`config.mk`:
```
export PLATFORM = sky130hd
export DESIGN_NAME = flash_cmd_seq
export DESIGN_NICKNAME = d
export VERILOG_FILES = /design/src/rtl/fcs_pkg.sv /design/src/rtl/fcs_addr_scale.sv /design/src/rtl/fcs_ctrl_fsm.sv /design/src/rtl/fcs_read_mux.sv /design/src/rtl/flash_cmd_seq.sv
export SDC_FILE = /design/constraint.sdc
export NUM_CORES = 1
export LEC_CHECK = 0
export CAP_MARGIN = 20
export CORE_ASPECT_RATIO = 1.1
export CORE_UTILIZATION = 55
export CTS_BUF_LIST = sky130_fd_sc_hd__clkbuf_4
export CTS_CLUSTER_SIZE = 40
export DETAILED_ROUTE_END_ITERATION = 10
export DONT_BUFFER_PORTS = 1
export PLACE_DENSITY = 0.7
export SLEW_MARGIN = 0
export SYNTH_ARGS = -nofsm -noshare
export SYNTH_HDL_FRONTEND = slang
export SYNTH_SLANG_ARGS = --single-unit
```
`constraint.sdc`:
```
create_clock -name clk -period 2.95 [get_ports clk]
set_input_delay 0.59 -clock clk [delete_from_list [all_inputs] [get_ports clk]]
set_output_delay 0.59 -clock clk [all_outputs]
set_load 0.02 [all_outputs]
```
`src/rtl/fcs_pkg.sv`:
```
package fcs_pkg;

    typedef enum logic [3:0] {
        ST_READ,
        ST_UNLK1,
        ST_CMD,
        ST_EUNLK0,
        ST_EUNLK1,
        ST_ESEL,
        ST_PROG,
        ST_ID,
        ST_CFI,
        ST_ID_CFI,
        ST_CHIP_ERS,
        ST_SECT_ERS
    } seq_state_e;

    typedef enum logic [1:0] {
        SEL_ARRAY  = 2'd0,
        SEL_ID     = 2'd1,
        SEL_CFI    = 2'd2,
        SEL_STATUS = 2'd3
    } rd_sel_e;

    localparam logic [7:0] CMD_UNLK_A = 8'hAA;
    localparam logic [7:0] CMD_UNLK_B = 8'h55;
    localparam logic [7:0] CMD_BYPASS = 8'h20;
    localparam logic [7:0] CMD_ERASE  = 8'h80;
    localparam logic [7:0] CMD_IDENT  = 8'h90;
    localparam logic [7:0] CMD_PROG   = 8'hA0;
    localparam logic [7:0] CMD_CHIP   = 8'h10;
    localparam logic [7:0] CMD_SECT   = 8'h30;
    localparam logic [7:0] CMD_QUERY  = 8'h98;
    localparam logic [7:0] CMD_RESET  = 8'hF0;
    localparam logic [7:0] CMD_SUSP   = 8'hB0;
    localparam logic [7:0] CMD_BYP_EX = 8'h00;

endpackage

```
`src/rtl/fcs_addr_scale.sv`:
```
module fcs_addr_scale #(
    parameter int AW = 20,
    parameter int OW = 11
) (
    input  logic [AW-1:0] byte_addr,
    input  logic          word_mode,
    output logic [OW-1:0] cmp_addr
);
    logic unused_hi;
    assign unused_hi = ^byte_addr[AW-1:OW+1];

    always_comb begin
        if (word_mode) cmp_addr = byte_addr[OW:1];
        else           cmp_addr = byte_addr[OW-1:0];
    end
endmodule

```
`src/rtl/fcs_ctrl_fsm.sv`:
```
module fcs_ctrl_fsm
    import fcs_pkg::*;
#(
    parameter int          AW      = 20,
    parameter int          DW      = 16,
    parameter int          CA_W    = 11,
    parameter logic [10:0] UNLOCK0 = 11'h555,
    parameter logic [10:0] UNLOCK1 = 11'h2AA,
    parameter logic [10:0] QRY_ADR = 11'h055
) (
    input  logic            clk,
    input  logic            rst_n,
    input  logic            wr_valid,
    input  logic [AW-1:0]   wr_addr,
    input  logic [CA_W-1:0] cmp_addr,
    input  logic [DW-1:0]   wr_data,
    input  logic [DW-1:0]   prog_old,
    input  logic            erase_done,
    output rd_sel_e         rd_sel,
    output logic            prog_stb,
    output logic [AW-1:0]   prog_addr,
    output logic [DW-1:0]   prog_wdata,
    output logic            chip_stb,
    output logic            sect_stb,
    output logic [AW-1:0]   erase_addr
);
    localparam logic [CA_W-1:0] UA0 = UNLOCK0[CA_W-1:0];
    localparam logic [CA_W-1:0] UA1 = UNLOCK1[CA_W-1:0];
    localparam logic [CA_W-1:0] QA  = QRY_ADR[CA_W-1:0];

    seq_state_e state_q, state_nxt;
    logic       byp_q, byp_nxt;
    logic       prog_go, chip_go, sect_go, rst_seq;
    logic [7:0] cmd;

    assign cmd = wr_data[7:0];

    always_comb begin
        state_nxt = state_q;
        byp_nxt   = byp_q;
        prog_go   = 1'b0;
        chip_go   = 1'b0;
        sect_go   = 1'b0;
        rst_seq   = 1'b0;
        if (state_q == ST_CHIP_ERS || state_q == ST_SECT_ERS) begin
            if (erase_done) state_nxt = byp_q ? ST_CMD : ST_READ;
        end else if (wr_valid) begin
            if (state_q != ST_PROG && cmd == CMD_RESET) begin
                if (state_q == ST_ID_CFI) state_nxt = ST_ID;
                else                      rst_seq   = 1'b1;
            end else begin
                unique case (state_q)
                    ST_READ: begin
                        if (cmp_addr == QA && cmd == CMD_QUERY)       state_nxt = ST_CFI;
                        else if (cmd == CMD_SUSP)                     state_nxt = ST_READ;
                        else if (cmp_addr == UA0 && cmd == CMD_UNLK_A) state_nxt = ST_UNLK1;
                        else                                          rst_seq   = 1'b1;
                    end
                    ST_UNLK1: begin
                        if (cmp_addr == UA1 && cmd == CMD_UNLK_B) state_nxt = ST_CMD;
                        else                                      rst_seq   = 1'b1;
                    end
                    ST_CMD: begin
                        if (!byp_q && cmp_addr != UA0) rst_seq = 1'b1;
                        else begin
                            case (cmd)
                                CMD_BYPASS: byp_nxt   = 1'b1;
                                CMD_ERASE:  state_nxt = ST_EUNLK0;
                                CMD_IDENT:  state_nxt = ST_ID;
                                CMD_PROG:   state_nxt = ST_PROG;
                                default:    rst_seq   = 1'b1;
                            endcase
                        end
                    end
                    ST_EUNLK0: begin
                        if (cmp_addr == UA0 && cmd == CMD_UNLK_A) state_nxt = ST_EUNLK1;
                        else                                      rst_seq   = 1'b1;
                    end
                    ST_EUNLK1: begin
                        if (cmp_addr == UA1 && cmd == CMD_UNLK_B) state_nxt = ST_ESEL;
                        else                                      rst_seq   = 1'b1;
                    end
                    ST_ESEL: begin
                        if (cmd == CMD_CHIP && cmp_addr == UA0) begin
                            state_nxt = ST_CHIP_ERS;
                            chip_go   = 1'b1;
                        end else if (cmd == CMD_SECT) begin
                            state_nxt = ST_SECT_ERS;
                            sect_go   = 1'b1;
                        end else begin
                            rst_seq = 1'b1;
                        end
                    end
                    ST_PROG: begin
                        prog_go   = 1'b1;
                        state_nxt = byp_q ? ST_CMD : ST_READ;
                    end
                    ST_ID: begin
                        if (byp_q && cmd == CMD_BYP_EX)               rst_seq   = 1'b1;
                        else if (cmp_addr == QA && cmd == CMD_QUERY)  state_nxt = ST_ID_CFI;
                        else                                          rst_seq   = 1'b1;
                    end
                    ST_CFI, ST_ID_CFI:            rst_seq = 1'b1;
                    ST_CHIP_ERS, ST_SECT_ERS:     rst_seq = 1'b0;
                endcase
            end
        end
        if (rst_seq) begin
            state_nxt = ST_READ;
            byp_nxt   = 1'b0;
        end
    end

    // state register
    always_ff @(posedge clk or negedge rst_n) begin
        if (!rst_n) begin
            state_q <= ST_READ;
            byp_q   <= 1'b0;
        end else begin
            state_q <= state_nxt;
            byp_q   <= byp_nxt;
        end
    end

    // registered strobes toward the datapath
    always_ff @(posedge clk or negedge rst_n) begin
        if (!rst_n) begin
            prog_stb   <= 1'b0;
            chip_stb   <= 1'b0;
            sect_stb   <= 1'b0;
            prog_addr  <= '0;
            prog_wdata <= '0;
            erase_addr <= '0;
        end else begin
            prog_stb <= prog_go;
            chip_stb <= chip_go;
            sect_stb <= sect_go;
            if (prog_go) begin
                prog_addr  <= wr_addr;
                prog_wdata <= wr_data & prog_old;
            end
            if (sect_go) erase_addr <= wr_addr;
        end
    end

    always_comb begin
        unique case (state_q)
            ST_ID:                               rd_sel = SEL_ID;
            ST_CFI, ST_ID_CFI:                   rd_sel = SEL_CFI;
            ST_PROG, ST_CHIP_ERS, ST_SECT_ERS:   rd_sel = SEL_STATUS;
            default:                             rd_sel = SEL_ARRAY;
        endcase
    end

    p_strobe_excl_r8: assert property (@(posedge clk) disable iff (!rst_n)
        $onehot0({prog_stb, chip_stb, sect_stb}));

    p_prog_single_r8: assert property (@(posedge clk) disable iff (!rst_n)
        prog_stb |=> !prog_stb);

    p_sect_state_r3: assert property (@(posedge clk) disable iff (!rst_n)
        sect_stb |-> (state_q == ST_SECT_ERS || erase_done));

    p_erase_hold_r11: assert property (@(posedge clk) disable iff (!rst_n)
        ((state_q == ST_CHIP_ERS || state_q == ST_SECT_ERS) && !erase_done)
        |=> (state_q == $past(state_q)));

    p_reset_ignored_r6: assert property (@(posedge clk) disable iff (!rst_n)
        ((state_q == ST_CHIP_ERS || state_q == ST_SECT_ERS) && wr_valid
         && cmd == CMD_RESET && !erase_done) |=> !prog_stb && !chip_stb && !sect_stb);

    p_qry_back_r5: assert property (@(posedge clk) disable iff (!rst_n)
        (state_q == ST_ID_CFI && wr_valid && cmd == CMD_RESET) |=> (state_q == ST_ID));

endmodule

```
`src/rtl/fcs_read_mux.sv`:
```
module fcs_read_mux
    import fcs_pkg::*;
#(
    parameter int          DW      = 16,
    parameter logic [15:0] ID_MFR  = 16'h0001,
    parameter logic [15:0] ID_DEV  = 16'h227E,
    parameter logic [15:0] ID_EXTA = 16'h2222,
    parameter logic [15:0] ID_EXTB = 16'hFFFF
) (
    input  rd_sel_e       rd_sel,
    input  logic [7:0]    word_addr,
    input  logic [DW-1:0] arr_rdata,
    input  logic [DW-1:0] cfi_rdata,
    input  logic [DW-1:0] stat_rdata,
    output logic [DW-1:0] rd_data
);
    localparam logic [DW-1:0] MFR_W  = DW'(ID_MFR);
    localparam logic [DW-1:0] DEV_W  = DW'(ID_DEV);
    localparam logic [DW-1:0] EXTA_W = DW'(ID_EXTA);
    localparam logic [DW-1:0] EXTB_W = DW'(ID_EXTB);

    logic [DW-1:0] id_word;

    always_comb begin
        unique case (word_addr)
            8'h00:   id_word = MFR_W;
            8'h01:   id_word = DEV_W;
            8'h02:   id_word = '0;
            8'h0E:   id_word = (EXTA_W == '1) ? arr_rdata : EXTA_W;
            8'h0F:   id_word = (EXTB_W == '1) ? arr_rdata : EXTB_W;
            default: id_word = arr_rdata;
        endcase
    end

    always_comb begin
        unique case (rd_sel)
            SEL_ID:     rd_data = id_word;
            SEL_CFI:    rd_data = cfi_rdata;
            SEL_STATUS: rd_data = stat_rdata;
            default:    rd_data = arr_rdata;
        endcase
    end
endmodule

```
`src/rtl/flash_cmd_seq.sv`:
```
module flash_cmd_seq
    import fcs_pkg::*;
#(
    parameter int          AW      = 20,
    parameter int          DW      = 16,
    parameter logic [10:0] UNLOCK0 = 11'h555,
    parameter logic [10:0] UNLOCK1 = 11'h2AA,
    parameter logic [15:0] ID_MFR  = 16'h0001,
    parameter logic [15:0] ID_DEV  = 16'h227E,
    parameter logic [15:0] ID_EXTA = 16'h2222,
    parameter logic [15:0] ID_EXTB = 16'hFFFF
) (
    input  logic          clk,
    input  logic          rst_n,
    input  logic          word_mode,
    input  logic          wr_valid,
    input  logic [AW-1:0] wr_addr,
    input  logic [DW-1:0] wr_data,
    input  logic [DW-1:0] prog_old,
    input  logic          erase_done,
    input  logic [AW-1:0] rd_addr,
    input  logic [DW-1:0] arr_rdata,
    input  logic [DW-1:0] cfi_rdata,
    input  logic [DW-1:0] stat_rdata,
    output logic [1:0]    rd_sel,
    output logic [DW-1:0] rd_data,
    output logic          prog_stb,
    output logic [AW-1:0] prog_addr,
    output logic [DW-1:0] prog_wdata,
    output logic          chip_erase_stb,
    output logic          sector_erase_stb,
    output logic [AW-1:0] erase_addr
);
    localparam int CA_W = 11;
    localparam int RA_W = 8;

    logic [CA_W-1:0] wr_cmp;
    logic [RA_W-1:0] rd_word;
    rd_sel_e         sel;

    fcs_addr_scale #(.AW(AW), .OW(CA_W)) u_wr_scale (
        .byte_addr(wr_addr), .word_mode(word_mode), .cmp_addr(wr_cmp));

    fcs_addr_scale #(.AW(AW), .OW(RA_W)) u_rd_scale (
        .byte_addr(rd_addr), .word_mode(word_mode), .cmp_addr(rd_word));

    fcs_ctrl_fsm #(
        .AW(AW), .DW(DW), .CA_W(CA_W), .UNLOCK0(UNLOCK0), .UNLOCK1(UNLOCK1)
    ) u_fsm (
        .clk(clk), .rst_n(rst_n), .wr_valid(wr_valid), .wr_addr(wr_addr),
        .cmp_addr(wr_cmp), .wr_data(wr_data), .prog_old(prog_old),
        .erase_done(erase_done), .rd_sel(sel), .prog_stb(prog_stb),
        .prog_addr(prog_addr), .prog_wdata(prog_wdata), .chip_stb(chip_erase_stb),
        .sect_stb(sector_erase_stb), .erase_addr(erase_addr));

    fcs_read_mux #(
        .DW(DW), .ID_MFR(ID_MFR), .ID_DEV(ID_DEV), .ID_EXTA(ID_EXTA), .ID_EXTB(ID_EXTB)
    ) u_rmux (
        .rd_sel(sel), .word_addr(rd_word), .arr_rdata(arr_rdata),
        .cfi_rdata(cfi_rdata), .stat_rdata(stat_rdata), .rd_data(rd_data));

    assign rd_sel = sel;
endmodule

```
---- Word level (Yosys, flattened, before mapping) ----
Cells that the tools add are included.
storage, ports and cells
  register bits ........................... 64
  input bits .............................. 125
  output and inout bits ................... 77
  word-level logic and storage cells ...... 141
cells by class
  equal/unequal tests ..................... 47
  muxes and demuxes ....................... 62
  bitwise operators ....................... 1
  reductions and logical operators ........ 23
operators by type and width
  operator              number
  $mux 4                17
  $pmux 16 s4           1
  $eq 8x8->1 const B    7
  $pmux 16 s3           1
  $mux 1                36
  $pmux 4 s8            1
  $ne 5x1->1 const B    4
  $and 16x16->16        1
  $eq 4x3->1 const B    4
  $eq 4x4->1 const B    4
  $eq 8x6->1 const B    2
  $logic_not 8->1       2
  $ne 7x1->1 const B    2
  $reduce_and 13->1     1
  $pmux 4 s3            1
  $eq 11x10->1 const B  1
  $eq 11x11->1 const B  1
  $eq 11x7->1 const B   1
  $mux 11               1
  $ne 11x11->1 const B  1
  $reduce_bool 11->1    1
  $ne 5x2->1 const B    2
  $eq 4x2->1 const B    2
  $eq 8x1->1 const B    1
  other kinds (26)      38

---- Longest topological paths before layout ----
Gate-level depths: netlist of the first run.
  word-level depth ........................ 12
  mapped depth ............................ 11
  depth with buffers taken out ............ 8

---- Cells and area by module ----
A second synthesis of the first run with hierarchy kept.
unflattened totals
  cells, all modules ...................... 448
  area, all modules ....................... 3960.0 um^2
by module, submodules not included
  module                        times used  cells each  area each (um^2)  seq. area each (um^2)
  fcs_ctrl_fsm                  1           324         3031.7            1601.5
  fcs_read_mux                  1           103         624.3             0.0
  fcs_addr_scale at u_wr_scale  1           12          172.7             0.0
  fcs_addr_scale at u_rd_scale  1           9           131.4             0.0

---- Worst setup path after synthesis of the first run ----
Ideal clock, no wire load.
  path kind ............................... input to output
  start point ............................. in word_mode
  end point ............................... out rd_data[10]
  data arrival time ....................... 2.221 ns
  required time ........................... 2.360 ns
  path slack .............................. 0.139 ns
  stages on the path ...................... 10
  buffers on the path ..................... 3
  cell sequence ........................... buf_6 -> buf_6 -> mux2i_1 -> nand2_1 -> nor3_1 -> or3_1 -> o21ai_0 -> clkbuf_1 -> a222oi_1 -> inv_1
between the ends
  word-level cells in the longest chain between the ends .. 4
  elaborated cells on any way between the ends .. 7
  classes of those cells .................. 3 x eq/ne; 3 x mux; 1 x reduce/logical
RTL lines
  element                             line                  text
  from (decl)                         flash_cmd_seq.sv:15   input logic word_mode,
  $mux 8 (*)                          fcs_addr_scale.sv:13  if (word_mode) cmp_addr = byte_addr[OW:1];
  $eq 8x4->1 (tied with other cells)  fcs_read_mux.sv:25    unique case (word_addr)
  $pmux 16 s4 (*)                     fcs_read_mux.sv:25
  $pmux 16 s3 (*)                     fcs_read_mux.sv:36    unique case (rd_sel)
  to (decl)                           flash_cmd_seq.sv:26   output logic [DW-1:0] rd_data,
Mark *: on every way between the ends. The rest lies on a longest branch, timed or not.

---- Worst setup path after layout of the first run ----
  start point ............................. in word_mode
  end point ............................... out rd_data[11]
The elaborated chain is that of the path after synthesis.

==> results.md, run 1 <==
- Critical path type: in2out
- First-iteration detailed-routing DRC count: between 200 and 300
- Synth top cells by count: dfrtp_1, nand2_1, mux2_2, o21ai_0, nor2_1
- Slew @ Worst Pin: 0.623 ns
- IO Count: 202
- Crit path time final: 2.88 ns
- Hold crit path type: in2async
- Cells after Synth: 374
- Fin crit share: a little over nine tenths
- Net count, final: 510
- EDFF count, synth: 0
- Deepest clock path buffer count: 2
- Power Density: between 500 and 600 mW/mm2
- Port Buffer Count: 0
- Antenna viol nets, final: 0
- P&R area growth vs syn: 10.4%
- Cell family with most CP delay: compound AO/OA/AOI/OAI gates
- LEAKAGE: 0.00185 uW
- Cts bufs inserted: 9
- Register-to-Register Path Depth: 9
- Clk slew on worst S/H paths: approximately 0.11 ns
- Die W: around 80 um
- Root buffer cell: clkbuf_4
- Asr flop ratio synth: 100%
- Top_reg_cell synth: dfrtp_1
- Wire length per cell: 20.2 um
- Post-CTS setup repair buffer count: 0
- Synth Register Bits: 64
- Layout cells sized above 1: 25.6%
- R2r endpoint: u_fsm.state_q[0]
- Synthesized cell area: 0.00365 mm2
- Placed instance area: 0.00380 mm2
- DRC viols: 0
- Total number of vias: 3049
- Fin util: 63.9%
- Largest net degree at the start of global routing: 65
- Final Skew: 0.0148 ns
- Die area: 0.00697 mm2
- Drt total wl: around 9.5 mm
- Hold WS: 0.0293 ns
- Crit. Startpoint: word_mode
- Antenna violations before repair: 0
- Arrival time at the worst endpoint: 2.29 ns
- Startpoint types: input port
- Drt pass-1 iters: 4
- Buf/Inv on CP: 1
- Critical Path RT: 2.36 ns
- Peak Freq: about 350 MHz
- R2R setup slack: 0.59 ns
- Max_cap viols: 0
- H-tree depth: 3
- Initial core utilization: 57.9%
- Worst path slowest cell: a222oi_1
- Maximum vdd drop: a little under 400 uV
- Post-DP HPWL: 7.03 mm
- Gr ovfl total: 0
- First-pass GRT wire length: 14.4 mm
- Worst-Skew Late Latency: approximately 0.41 ns
- Final hold vios: 0
- Row count: 30
- Clock sinks: 64
- Vias in the first global route: 2986
- Ys Warns: 0
- CP Max Fanout: 20
- CTS tree: done
- Routability congestion estimate: 0.928
- Slew HR: 58.4%
- Setup WS post-layout: 0.0717 ns
- Fin area: 0.00403 mm2
- Core area: approximately 0.0063 mm2
- Final setup viols: 0
- Post-Syn Nets: between 400 and 500
- CP Capture Type: output port
- CP Cell Sequence: nand2b_1, o31ai_1, nor2_1, a211oi_2, or3_1, o21ai_2, a222oi_1, inv_1
- Chip Height: ~87 um
- Drt via density: 6.49
- R2R Path Start: u_fsm.state_q[0]
- Leading area contributor after synthesis: dfrtp_1
- Max-slew violation count: 0
- Delay of the slowest cell on the worst path: 0.56 ns
- Place WS: 0.0585 ns
- Status: completed
- Syn Area/Cell: 9.76 um2
- Post-synth top area share: 43.9%
- Ant. Diodes: 0
- Synth area leaders: dfrtp_1, mux2_2, nand2_1
- All-layer global routing usage: 27.9%
- Total chip power: around 2100 uW
- Post-synth cell types: 58
- Seq/Total Area, Yosys: a little over two fifths
[power breakdown]
part           switching [uW]  internal [uW]  leakage [uW]  total, uW
Clock                     341            352     0.0000913        693
Sequential               57.1            910      0.000891        967
Combinational             238            199      0.000872        437
Total                     636           1460       0.00185       2100
[worst reg2reg max path: cells and delay by family, from the launching register on]
family	cells	cell delay [ns]
multiplexers	1	0.30
buffers and inverters	2	0.37
flip-flops	1	0.40
AO/OA/AOI/OAI	3	0.72
AND/OR/NAND/NOR	3	0.47
[how the worst max path moves through the flow]
stage | to | slack (ns) | cells after the start
2_1_floorplan | rd_data[10] | 0.14 | 10
3_3_place_gp | rd_data[11] | 0.09 | 8
3_5_place_dp | rd_data[10] | 0.06 | 9
4_1_cts | rd_data[8] | 0.06 | 7
5_1_grt | rd_data[11] | -0.01 | 8
6_report | rd_data[11] | 0.07 | 8
[layer usage]
layer	routed length [um]	vias to the layer above	global-route usage, %
met5	0	-	0
met4	416	0	16.9
met3	984	31	11.5
met2	4710	169	45.5
met1	3380	1447	30.3
li1	-	1402	-
[through the flow]
stage / std cells / setup TNS (ns)
6_report: 470 / 0
5_1_grt: 470 / -0.0131
4_1_cts: 470 / 0
3_5_place_dp: 453 / 0
3_3_place_gp: 453 / 0
2_1_floorplan: 374 / 0
[cells in the final DEF (no fill, tap or decap), types with 5 or more instances in the layout]
cell	netlist	layout
inv_1	9	8
nand4_1	10	10
a22oi_1	5	5
mux2_2	40	40
nand2b_1	9	8
nor2_1	14	14
nand2_1	64	61
o21ai_0	27	26
nand3_1	12	12
nor3_1	10	9
dfrtp_1	64	63
a21oi_1	9	9
mux2i_1	5	5
buf_4	0	17
clkbuf_4	3	9
a222oi_1	7	7
[final cells by class]
| class | instances | area [um2] |
|---|---|---|
| clock inverters | 7 | 100 |
| repair buffers | 19 | 175 |
| multi-input cells | 282 | 1950 |
| clock buffers | 9 | 67.6 |
| fillers | 523 | 2280 |
| well taps | 80 | 100 |
| flip-flops and latches | 64 | 1600 |
| inverters | 9 | 33.8 |
[repair_timing]
action,in CTS,in global routing
endpoints found under the setup margin,11,14
gates resized for setup,2,10
pin swaps,0,1
endpoints found under the hold margin,64,0
hold buffers,1,0
[state kept, by name, indices dropped and copies added, names as in the netlist]
name / flops
u_fsm.byp_q: 1
u_fsm.chip_stb: 1
u_fsm.erase_addr: 20
u_fsm.prog_addr: 20
u_fsm.prog_stb: 1
u_fsm.prog_wdata: 16
u_fsm.sect_stb: 1
u_fsm.state_q: 4
[kinds of logic (layout without fill, tap and decap cells)]
logic type,after synthesis,count (layout),synth area share [%]
AND/OR/NAND/NOR,157,157,22.5
AO/OA/AOI/OAI,79,79,15.8
flip-flops,64,64,43.9
multiplexers,46,46,14.1
buffers and inverters,28,44,3.63
(Power assumes the default switching activity.)
==> inputs of run 2 (changes only) <==
--- a/config.mk
+++ b/config.mk
@@ -6,7 +6,7 @@
 export NUM_CORES = 1
 export LEC_CHECK = 0
 export CAP_MARGIN = 20
-export CORE_ASPECT_RATIO = 1.1
+export CORE_ASPECT_RATIO = 0.75
 export CORE_UTILIZATION = 55
 export CTS_BUF_LIST = sky130_fd_sc_hd__clkbuf_4
 export CTS_CLUSTER_SIZE = 40
==> run 2 against run 1 <==
Effect of this change: routed wire length fell by 5.2%; core utilization down 0.74 points; sequential power is 2.5% higher; clock power decreased by 15%; sequential cell count did not move; hold slack better by 0.0089 ns; critical path type unchanged; largest power group unchanged.
==> results.md, run 2 (synthesis results as in run 1) <==
- Buf/Inv on CP: 2
- Worst path slowest cell: a222oi_1
- Wire length per cell: 19.1 um
- Vias in the first global route: 2600
- IO Count: 202
- DRC viols: 0
- Max_cap viols: 0
- Core area: 0.00635 mm2
- Cts bufs inserted: 9
- First-iteration detailed-routing DRC count: 271
- Final setup viols: 0
- CP Max Fanout: 20
- Slew HR: 70.9%
- Total number of vias: 3054
- Fill cell count: between 500 and 600
- Chip Height: 72.6 um
- Delay of the slowest cell on the worst path: 0.40 ns
- Gr ovfl total: 0
- Drt total wl: 9.00 mm
- Slew @ Worst Pin: around 0.43 ns
- Met2 wire len: 4.08 mm
- Status: completed
- CTS tree: done
- Initial core utilization: 57.5%
- Drt via density: 6.48
- Routability congestion estimate: 0.851
- Final hold vios: 0
- CP Capture Type: output port
- Largest registers: u_fsm.erase_addr x20, u_fsm.prog_addr x20, u_fsm.prog_wdata x16
- Drt pass-1 iters: 6
- Post-DP HPWL: ~6.6 mm
- Peak Freq: 353 MHz
- Hold WS: 0.0382 ns
- Max-slew violation count: 0
- Cell family with most CP delay: compound AO/OA/AOI/OAI gates
- Hold crit path type: in2async
- Fin util: 63.2%
- Die area: 0.00697 mm2
- Antenna violations before repair: 0
- Maximum vdd drop: 380 uV
- Net count, final: 510
- CP Cell Sequence: nand2b_1, o31ai_1, nor2_1, a211oi_2, or3_1, o21ai_2, buf_4, a222oi_1, inv_1
- Root buffer cell: clkbuf_4
- Layout cells sized above 1: 25.4%
- Antenna viol nets, final: 0
- Die W: 96.1 um
- Largest net degree at the start of global routing: 65
- M1 WL: about 3.8 mm
- Arrival time at the worst endpoint: 2.24 ns
- Clock sinks: 64
- Row count: 25
- Port Buffer Count: 0
- Commonest non-fill, non-tap cells in the layout: nand2_1, dfrtp_1, mux2_2
- H-tree depth: 3
- Crit path time final: 2.83 ns
- Max Used Layer: met4
- Deepest clock path buffer count: 2
- Fin crit share: 96.0%
- Ant. Diodes: 0
- Power Density: ~500 mW/mm2
- Critical Path RT: between 2 and 2.5 ns
- All-layer global routing usage: 26.0%
- First-pass GRT wire length: 13.6 mm
- Routed met3 length: approximately 1 mm
- Final Skew: 0.0126 ns
- P&R area growth vs syn: 9.87%
- LEAKAGE: 0.00183 uW
- Clk slew on worst S/H paths: 0.11 ns
- Worst-Skew Late Latency: 0.42 ns
- Startpoint types: input port
- Critical path type: in2out
- Commonest non-fill, non-tap cell in the layout: nand2_1
run 2: cell types whose count changed in the layout (fill, tap and decap cells not counted), sizes merged:
cell           previous run  this run
buf                      19        18
bufinv                    2         1
clkdlybuf4s15             0         1
clkinv                    2         3
clkinvlp                  0         2
inv                      12        10
run 2: stage by stage:
stage	TNS (ns)	setup slack, ns	std cells	area, um2	total power (uW)
5_1_grt	-0.0702	-0.0267	471	4010	2100
3_5_place_dp	0	0.0781	452	3790	1390
6_report	0	0.119	471	4010	2000
4_1_cts	0	0.0446	469	3960	2000
2_1_floorplan	0	0.139	374	3650	1330
3_3_place_gp	0	0.181	452	3790	1380
run 2: timing repair:
item,CTS,global route
buffers inserted,0,1
hold buffers,1,0
pin swaps,0,1
setup endpoints to repair,1,16
resized for setup,1,13
cloned,0,1
endpoints found under the hold margin,64,0
run 2: per-layer routing:
metal	up-vias	track usage, %
met2	172	37.0
met1	1475	37.6
met4	0	4.81
met3	4	10.3
li1	1403	-
met5	-	0
run 2: final timing paths:
kind                                             end  cells past startpoint              from  slack (ns)
worst max-delay path                     rd_data[12]                      9         word_mode        0.12
worst max register to register      u_fsm.state_q[0]                      9  u_fsm.state_q[3]        0.49
worst min register to register      u_fsm.state_q[1]                      2  u_fsm.state_q[1]        0.60
max in group asynchronous       u_fsm.erase_addr[11]                      1             rst_n        2.66
min in group clk                u_fsm.prog_wdata[10]                      2      prog_old[10]        0.30
worst min-delay path                  u_fsm.sect_stb                      1             rst_n        0.04
run 2: final cells by class:
class | count | area (um2) | share of cell area (%)
Clock buffer | 9 | 67.6 | 1.68
Timing Repair Buffer | 19 | 183 | 4.55
Inverter | 9 | 33.8 | 0.842
Sequential cell | 64 | 1610 | 40.0
Clock inverter | 7 | 71.3 | 1.78
Multi-Input combinational cell | 282 | 1950 | 48.6
Tap cell | 81 | 101 | 2.53
run 2: report_power, final:
group          switching, uW  leakage, uW  internal, uW
Combinational            225     0.000875           195
Sequential              79.2     0.000886           912
Clock                    331    0.0000700           258
==> inputs of run 3 (changes only) <==
==> constraint.sdc (replaced) <==
create_clock -name clk -period 3.1 [get_ports clk]
set_input_delay 0.62 -clock clk [delete_from_list [all_inputs] [get_ports clk]]
set_output_delay 0.62 -clock clk [all_outputs]
set_load 0.02 [all_outputs]
==> run 3 against run 2 <==
Effect of this change: die area unchanged; routed wire length down 0.66%; highest routed layer unchanged; largest cell class unchanged; critical path depth unchanged.
==> results.md, run 3 (synthesis results as in run 1) <==
- Sw Ratio: 28.8%
- Ant. Diodes: 0
- R2R Path Start: u_fsm.state_q[3]
- Gr ovfl total: 0
- Flop pwr share: 45.8%
- Post-DP HPWL: around 6.7 mm
- Slew @ Worst Pin: slightly below 0.6 ns
- IO Count: 202
- Total number of vias: 2940
- Critical path type: in2out
- Row count: 25
- Delay of the slowest cell on the worst path: 0.36 ns
- P_sw: 592 uW
- Slew HR: 60.8%
- RSZ-0062 raised after global routing: no
- Clock sinks: 64
- R2r endpoint: u_fsm.state_q[0]
- Layout cells sized above 1: roughly 23%
- Pint: 1460 uW
- Final setup viols: 0
- P&R area growth vs syn: 9.08%
- Critical path endpoint: rd_data[12]
- Antenna viol nets, final: 0
- Drt via density: ~6.3
- First-pass GRT wire length: 13.7 mm
- Max_cap viols: 0
- Hold crit path type: in2async
- Arrival time at the worst endpoint: 2.32 ns
- Power Density: slightly above 500 mW/mm2
- Wire length per cell: 19.1 um
- CP Cell Sequence: nand2b_1, o31ai_1, nor2_1, a211oi_1, or3_1, o21ai_0, buf_4, a222oi_1, inv_1
- R2R setup slack: approximately 0.52 ns
- DRC viols: 0
- Crit. Startpoint: word_mode
- Root buffer cell: clkbuf_4
- Largest net degree at the start of global routing: 65
- Clock power frac: 34.8%
- Die W: 96.1 um
- Register-to-Register Path Depth: 9
- Vias in the first global route: 2678
- Final Skew: 0.0208 ns
- Worst path slowest cell: a222oi_1
- Dpl cells: 449
- Commonest non-fill, non-tap cell in the layout: nand2_1
- Largest registers: u_fsm.erase_addr x20, u_fsm.prog_addr x20, u_fsm.prog_wdata x16
- LEAKAGE: 0.00182 uW
- Deepest clock path buffer count: 2
- Drt pass-1 iters: 6
- Crit path time final: 2.94 ns
- Max-slew violation count: 0
- All-layer global routing usage: 26.4%
- Net count, final: 506
- Status: completed
- Antenna violations before repair: 0
- CP Max Fanout: 20
- Die area: 0.00697 mm2
- Critical Path RT: about 2.5 ns
- Core area: 0.00635 mm2
- Initial core utilization: 57.5%
- Maximum vdd drop: around 270 uV
- H-tree depth: 3
- Non-Filler Instances: 467
- Chip Height: between 70 and 80 um
- Commonest non-fill, non-tap cells in the layout: nand2_1, dfrtp_1, mux2_2
- Combinational share of power: 19.3%
- Fin Setup TNS: 0 ns
- Port Buffer Count: 0
- Fin crit share: around 95%
- Startpoint types: input port
- CTS tree: done
- Peak Freq: 340 MHz
- Drt total wl: about 8.9 mm
- CP Capture Type: output port
- Worst-Skew Late Latency: around 0.4 ns
- Clk slew on worst S/H paths: between 0.1 and 0.15 ns
- Routability congestion estimate: 0.929
- Cts bufs inserted: 9
- Final hold vios: 0
- First-iteration detailed-routing DRC count: 252
[run 3: cell type report]
class                   count  area (um2)
flip-flops and latches     64        1610
multi-input cells         282        1920
fillers                   522        2370
inverters                   9        33.8
clock buffers               9        67.6
repair buffers             15         133
clock inverters             7         118
well taps                  81         101
[run 3: worst max-delay path, delay by kind of cell]
kind	cells	cell delay [ns]
AO/OA/AOI/OAI	4	0.95
buffers and inverters	2	0.39
AND/OR/NAND/NOR	3	0.37
[run 3: layer usage]
metal  GRT usage (%)  routed length, um  part of all wire [%]  vias to the layer above
li1                -                  -                     -                     1393
met1            37.6               3810                    43                     1403
met2            38.5               4210                    47                      134
met3            8.18                812                   9.1                       10
met4            8.13                 99                   1.1                        0
met5               0                  0                     0                        -
[run 3: power groups by stage]
| stage | clock network, uW | logic (uW) | registers (uW) |
|---|---|---|---|
| after floorplan | 0 | 337 | 925 |
| after global placement | 0 | 366 | 954 |
| after detailed placement | 0 | 369 | 955 |
| after CTS | 728 | 392 | 938 |
| after global routing | 762 | 445 | 949 |
| final | 715 | 397 | 940 |
[run 3: worst min-delay path by stage]
stage	startpoint	to	slack, ns
finish	rst_n	u_fsm.prog_addr[9]	0.09
global route	rst_n	u_fsm.prog_wdata[14]	0.08
CTS	rst_n	u_fsm.byp_q	0.08
detailed placement	rst_n	u_fsm.prog_wdata[14]	0.33
global placement	rst_n	u_fsm.prog_wdata[11]	0.33
floorplan	rst_n	u_fsm.byp_q	0.32
[run 3: repair_timing]
item,in CTS,in global routing
gates resized for setup,1,4
setup endpoints to repair,1,13
setup buffers,0,1
hold buffers,1,0
hold endpoints to repair,64,0
[run 3: per-stage QoR]
| step | setup WS (ns) | util (%) | hold WS, ns | cell area, um2 | total power [uW] |
|---|---|---|---|---|---|
| after floorplan | 0.229 | - | 0.324 | 3650 | 1260 |
| after global placement | 0.268 | 59.1 | 0.326 | 3750 | 1320 |
| after detailed placement | 0.167 | 59.1 | 0.326 | 3750 | 1320 |
| after CTS | 0.0305 | 62.5 | 0.0768 | 3970 | 2060 |
| after global routing | 0.00691 | 62.7 | 0.0821 | 3980 | 2160 |
| final | 0.161 | 62.7 | 0.0879 | 3980 | 2050 |
